===== src/rtl/cir_pkg.sv =====
package cir_pkg;
    parameter int WORD_W     = 36;
    parameter int CH_W       = 3;
    parameter int NUM_FLAGS  = 7;
    parameter int NUM_UNCOND = 4;
    localparam int NUM_EN    = NUM_FLAGS - NUM_UNCOND;
    localparam int NUM_CH    = 1 << CH_W;

    localparam int POS_BUSRST = 19;
    localparam int POS_IOUSER = 20;
    localparam int POS_TRAPOF = 30;

    typedef enum logic [0:0] {CTL_IDLE, CTL_BUSRST} ctl_state_e;

    function automatic int pos_idx(input int pos, input int w);
        return w - 1 - pos;
    endfunction

    function automatic int flag_clr_pos(input int f);
        case (f)
            0: return 18;
            1: return 20;
            2: return 22;
            3: return 23;
            4: return 26;
            5: return 29;
            default: return 32;
        endcase
    endfunction

    function automatic int flag_rd_pos(input int f);
        case (f)
            0: return 19;
            1: return 18;
            2: return 22;
            3: return 23;
            4: return 26;
            5: return 29;
            default: return 32;
        endcase
    endfunction

    function automatic int en_clr_pos(input int e);
        return 24 + 3 * e;
    endfunction

    function automatic int en_set_pos(input int e);
        return 25 + 3 * e;
    endfunction
endpackage


===== src/rtl/cir_flags.sv =====
module cir_flags
    import cir_pkg::*;
#(
    parameter int W  = WORD_W,
    parameter int NF = NUM_FLAGS
) (
    input  logic          clk,
    input  logic          rst_n,
    input  logic          wr_en,
    input  logic [W-1:0]  wr_data,
    input  logic [NF-1:0] ev_i,
    output logic [NF-1:0] flag_q
);
    for (genvar i = 0; i < NF; i++) begin : g_flag
        localparam int CI = pos_idx(flag_clr_pos(i), W);
        logic clr;
        assign clr = wr_en && wr_data[CI];

        always_ff @(posedge clk or negedge rst_n) begin
            if (!rst_n) begin
                flag_q[i] <= 1'b0;
            end else if (ev_i[i]) begin
                flag_q[i] <= 1'b1;
            end else if (clr) begin
                flag_q[i] <= 1'b0;
            end
        end
    end
endmodule


===== src/rtl/cir_ctrl.sv =====
module cir_ctrl
    import cir_pkg::*;
#(
    parameter int W   = WORD_W,
    parameter int CW  = CH_W,
    parameter int NE  = NUM_EN
) (
    input  logic          clk,
    input  logic          rst_n,
    input  logic          wr_en,
    input  logic [W-1:0]  wr_data,
    output logic [NE-1:0] en_q,
    output logic [CW-1:0] chan_q,
    output logic          bus_rst_o
);
    localparam int BR_IDX = pos_idx(POS_BUSRST, W);

    ctl_state_e state_q, state_d;
    logic       rst_req;

    assign rst_req = wr_en && wr_data[BR_IDX];

    always_comb begin
        state_d = state_q;
        unique case (state_q)
            CTL_IDLE:   if (rst_req)  state_d = CTL_BUSRST;
            CTL_BUSRST: if (!rst_req) state_d = CTL_IDLE;
        endcase
    end

    always_ff @(posedge clk or negedge rst_n) begin
        if (!rst_n) state_q <= CTL_IDLE;
        else        state_q <= state_d;
    end

    always_comb begin
        bus_rst_o = (state_q == CTL_BUSRST);
    end

    for (genvar e = 0; e < NE; e++) begin : g_en
        localparam int SI = pos_idx(en_set_pos(e), W);
        localparam int CI = pos_idx(en_clr_pos(e), W);
        always_ff @(posedge clk or negedge rst_n) begin
            if (!rst_n) begin
                en_q[e] <= 1'b0;
            end else if (rst_req) begin
                en_q[e] <= 1'b0;
            end else if (wr_en && wr_data[SI]) begin
                en_q[e] <= 1'b1;
            end else if (wr_en && wr_data[CI]) begin
                en_q[e] <= 1'b0;
            end
        end
    end

    always_ff @(posedge clk or negedge rst_n) begin
        if (!rst_n) begin
            chan_q <= '0;
        end else if (wr_en) begin
            chan_q <= rst_req ? '0 : wr_data[CW-1:0];
        end
    end
endmodule


===== src/rtl/cir_irq.sv =====
module cir_irq
    import cir_pkg::*;
#(
    parameter int NF  = NUM_FLAGS,
    parameter int NU  = NUM_UNCOND,
    parameter int CW  = CH_W,
    localparam int NE = NF - NU,
    localparam int NC = 1 << CW
) (
    input  logic [NF-1:0] flag_q,
    input  logic [NE-1:0] en_q,
    input  logic [CW-1:0] chan_q,
    output logic [NC-1:1] irq_o
);
    logic pending;

    assign pending = (|flag_q[NU-1:0]) || (|(flag_q[NF-1:NU] & en_q));

    for (genvar c = 1; c < NC; c++) begin : g_ch
        assign irq_o[c] = pending && (chan_q == CW'(c));
    end
endmodule


===== src/rtl/cond_irq_reg.sv =====
module cond_irq_reg
    import cir_pkg::*;
#(
    parameter int W   = WORD_W,
    parameter int CW  = CH_W,
    parameter int NF  = NUM_FLAGS,
    localparam int NE = NF - NUM_UNCOND,
    localparam int NC = 1 << CW
) (
    input  logic          clk,
    input  logic          rst_n,
    input  logic          wr_en,
    input  logic [W-1:0]  wr_data,
    input  logic [NF-1:0] ev_i,
    input  logic          io_user_i,
    input  logic          trap_ofs_i,
    output logic [W-1:0]  rd_data,
    output logic [NC-1:1] irq_o,
    output logic          bus_rst_o
);
    logic [NF-1:0] flag_q;
    logic [NE-1:0] en_q;
    logic [CW-1:0] chan_q;

    cir_flags #(.W(W), .NF(NF)) u_flags (
        .clk(clk), .rst_n(rst_n), .wr_en(wr_en), .wr_data(wr_data),
        .ev_i(ev_i), .flag_q(flag_q)
    );

    cir_ctrl #(.W(W), .CW(CW), .NE(NE)) u_ctrl (
        .clk(clk), .rst_n(rst_n), .wr_en(wr_en), .wr_data(wr_data),
        .en_q(en_q), .chan_q(chan_q), .bus_rst_o(bus_rst_o)
    );

    cir_irq #(.NF(NF), .NU(NUM_UNCOND), .CW(CW)) u_irq (
        .flag_q(flag_q), .en_q(en_q), .chan_q(chan_q), .irq_o(irq_o)
    );

    always_comb begin
        rd_data = '0;
        for (int i = 0; i < NF; i++) begin
            rd_data[pos_idx(flag_rd_pos(i), W)] = flag_q[i];
        end
        for (int e = 0; e < NE; e++) begin
            rd_data[pos_idx(en_set_pos(e), W)] = en_q[e];
        end
        rd_data[pos_idx(POS_IOUSER, W)] = io_user_i;
        rd_data[pos_idx(POS_TRAPOF, W)] = trap_ofs_i;
        rd_data[CW-1:0] = chan_q;
    end
endmodule


===== config.mk =====
export PLATFORM = sky130hd
export DESIGN_NAME = cond_irq_reg
export DESIGN_NICKNAME = d
export VERILOG_FILES = /design/src/rtl/cir_pkg.sv /design/src/rtl/cir_flags.sv /design/src/rtl/cir_ctrl.sv /design/src/rtl/cir_irq.sv /design/src/rtl/cond_irq_reg.sv
export SDC_FILE = /design/constraint.sdc
export NUM_CORES = 1
export LEC_CHECK = 0
export BUFFER_PORTS_ARGS = -buffer_cell sky130_fd_sc_hd__buf_2
export CORE_ASPECT_RATIO = 0.7
export CORE_MARGIN = 2
export CORE_UTILIZATION = 36
export CTS_CLUSTER_DIAMETER = 60
export CTS_CLUSTER_SIZE = 25
export DETAILED_ROUTE_END_ITERATION = 8
export HOLD_SLACK_MARGIN = 0.05
export PLACE_DENSITY = 0.86
export SLEW_MARGIN = 20
export SYNTH_ARGS = -nofsm -noshare
export SYNTH_HDL_FRONTEND = slang
export SYNTH_HIERARCHICAL = 1
export SYNTH_SLANG_ARGS = --single-unit

===== constraint.sdc =====
create_clock -name clk -period 4.6 [get_ports clk]
set_clock_uncertainty 0.15 [all_clocks]
set_input_delay 0.92 -clock clk [delete_from_list [all_inputs] [get_ports clk]]
set_output_delay 0.92 -clock clk [all_outputs]
set_load 0.02 [all_outputs]

==> metrics.md <==
| Metric | Value |
|---|---|
| Pleak | 0.5478 nW |
| Placed insts | 160 |
| Crit-path slowest cell | a222oi_1 |
| RSZ-0062 raised after global routing | false |
| Final WL | 1794 um |
| Post-route antenna net violation count | 0 |
| Int Pwr | 0.2103 mW |
| Crit share post-route | 65.66% |
| Synth warn | 6 |
| Die Wd | 61.76 um |
| Post-route cell area | 1044 um^2 |
| Num rows | 14 |
| Global route overflow | 0 |
| Post-Syn Area per Cell | 9.892 um^2 |
| Setup tns final | 0 ns |
| Syn Inst Count | 85 |
| Number of max-cap violations | 0 |
| CP max FO | 7 |
| Pin slew with the least headroom to its limit | 0.8362 ns |
| Drt wl/cell | 10.94 um |
| Post-Layout Cell Count | 164 |
| Worst R2R Setup Slack | 3.61 ns |
| Layout area overhead | 24.11% |
| Buffers and inverters on the worst path | 1 |
| DR WL met3 | 160 um |
| Clock sink count | 14 |
| Reg2reg start | u_ctrl/en_q[0] |
| Final GP Congestion | 0.7464 |
| Startpoint types | flop |
| First-pass GRT wire length | 2732 um |
| Psw | 0.1042 mW |
| Clock share of power | 27.3% |
| Vias in the first global route | 629 |
| Clock Root Buffer | clkbuf_4 |
| Cell taking the most area after synthesis | dfrtp_1 |
| Share of layout cells above drive strength 1 | 43.18% |
| Post-DP HPWL | 1493 um |
| Sw frac | 33.14% |
| Pins over their slew limit | 0 |
| Mapped Area | 840.8 um^2 |
| Sequential share of power | 45.2% |
| Antenna Cells | 0 |
| Worst path required time | 3.53 ns |
| CP endpoint kind | output port |
| Clock latency on the worst-skew pair | 0.27 ns |
| Largest stage delay, worst path | 0.77 ns |
| CTS tree | done |
| Routed vias/inst | 4.457 |
| Min Tclk post-route | 3.020 ns |
| Layout net count | 181 |
| Htree depth | 1 |
| Setup Fix Bufs, Post-CTS | 0 |
| Hold Slack | 0.3599 ns |
| Area contributors post-synth | dfrtp_1, buf_4, a2111oi_0 |
| Io pins | 92 |
| Core Area | 2172 um^2 |
| Drc violations | 0 |
| Post-CTS resize count | 0 |
| Logic pwr share | 27.5% |
| Largest delay share family, worst path | compound AO/OA/AOI/OAI gates |
| Drt pass-1 iters | 4 |
| Hold-fix buffers, CTS | 0 |
| Most frequent cells in the layout | buf_2, conb_1, dfrtp_1 |
| Max Freq | 0.3311 GHz |
| Largest net degree at the start of global routing | 19 |
| Port-buffer cells | 47 |
| Hold Vio Cnt, Final | 0 |
| Die height | 44.44 um |
| Critical setup path kind | reg -> out |
| Max Root-Sink Buffers | 2 |
| Total number of vias | 731 |
| Worst EP arrival | 1.95 ns |
| Rel. slew slack | 44.25% |
| Initial Utilization | 38.71% |
| WL met2 | 855 um |
| PwrDens | 301.4 nW/um^2 |
| Most common cell after layout, fill and taps aside | buf_2 |
| 1st-iter DRT viols | 23 |
| Post-synthesis cell type count | 15 |
| Hold WC Path Type | in -> async |
| Worst vdd ir | 0.0001249 V |
| Post-DP Area | 1007 um^2 |
| Full die area | 2744 um^2 |
| DRT met1 WL | 754 um |
| Number of synthesized register bits | 14 |
| Outcome | complete, no violations |
| Synth top area share | 41.67% |
| Worst path cell trace | a222oi_1, a2111oi_0, buf_2 |
| R2R depth | 3 |
| Fillers | 216 |
| Initial antenna violation count | 0 |
| Clock Pin Slew Worst Setup and Hold Paths | 0.08 ns |
| Register area share after synthesis | 41.67% |
| CTS Buf Count | 3 |
| Final setup viols | 0 |
| Top Layer Used | met4 |
| RR Endpoint | u_ctrl/en_q[0] |
| GRT Total Usage | 14.11% |
-- Yosys cell counts --
cell / n
buf_6: 1
conb_1: 1
nand2_1: 10
nor2b_2: 1
o22ai_1: 3
a2bb2oi_2: 3
dfrtp_1: 14
buf_4: 23
nor4_2: 1
o21ai_0: 3
a2111oi_0: 7
a222oi_1: 1
and2_2: 1
inv_1: 9
a21o_1: 7
-- through the flow --
stage | setup WS [ns] | power [mW] | util, %
floorplan | 1.732 | 0.2145 | -
detailed placement | 1.879 | 0.2316 | 46.37
finish | 1.580 | 0.3145 | 48.04
global placement | 1.988 | 0.2283 | 46.37
CTS | 1.556 | 0.3209 | 48.04
global route | 1.455 | 0.3344 | 48.04
-- kinds of logic (layout without fill, tap and decap cells) --
group | Yosys count | count (layout) | synth area share [%]
DFF | 14 | 14 | 41.67
other | 1 | 21 | 0.4460
buffers and inverters | 33 | 60 | 25.89
AOI/OAI and AO/OA | 24 | 24 | 24.11
and+or+nand+nor | 13 | 13 | 7.888
-- flip-flops by register name, summed over array words and instances, names as in the netlist --
signal            flops
u_flags/flag_q        7
u_ctrl/chan_q         3
u_ctrl/bus_rst_o      1
u_ctrl/en_q           3
-- layer usage --
metal / global-route usage [%] / vias to the layer above
li1: - / 346
met5: 0 / -
met4: 6.809 / 0
met1: 16.76 / 334
met3: 5.263 / 4
met2: 22.53 / 47
-- power by group through the flow --
stage | clock, mW | sequential (mW) | combinational [mW]
6_report | 0.0858 | 0.142 | 0.0866
5_1_grt | 0.0954 | 0.144 | 0.0952
4_1_cts | 0.0916 | 0.142 | 0.0871
3_5_place_dp | 0 | 0.145 | 0.0870
3_3_place_gp | 0 | 0.144 | 0.0843
2_1_floorplan | 0 | 0.155 | 0.0592
-- area by class of cell --
class | instances | area (um^2) | area share (%)
multi-input combinational | 58 | 347.8 | 33.33
tap | 32 | 40.04 | 3.837
timing repair buffer | 47 | 235.2 | 22.54
clock buffer | 4 | 36.28 | 3.477
inverter | 9 | 33.78 | 3.237
sequential | 14 | 350.3 | 33.57
-- worst max path at each step --
| stage | slack (ns) | cells after the start | endpoint | start |
|---|---|---|---|---|
| 2_1_floorplan | 1.73 | 2 | irq_o[1] | u_flags/flag_q[4] |
| 3_3_place_gp | 1.99 | 3 | irq_o[3] | u_flags/flag_q[4] |
| 3_5_place_dp | 1.88 | 3 | irq_o[3] | u_flags/flag_q[4] |
| 4_1_cts | 1.56 | 3 | irq_o[3] | u_flags/flag_q[4] |
| 5_1_grt | 1.46 | 3 | irq_o[3] | u_flags/flag_q[4] |
| 6_report | 1.58 | 3 | irq_o[6] | u_flags/flag_q[4] |
Power figures use the tool's default switching activity.
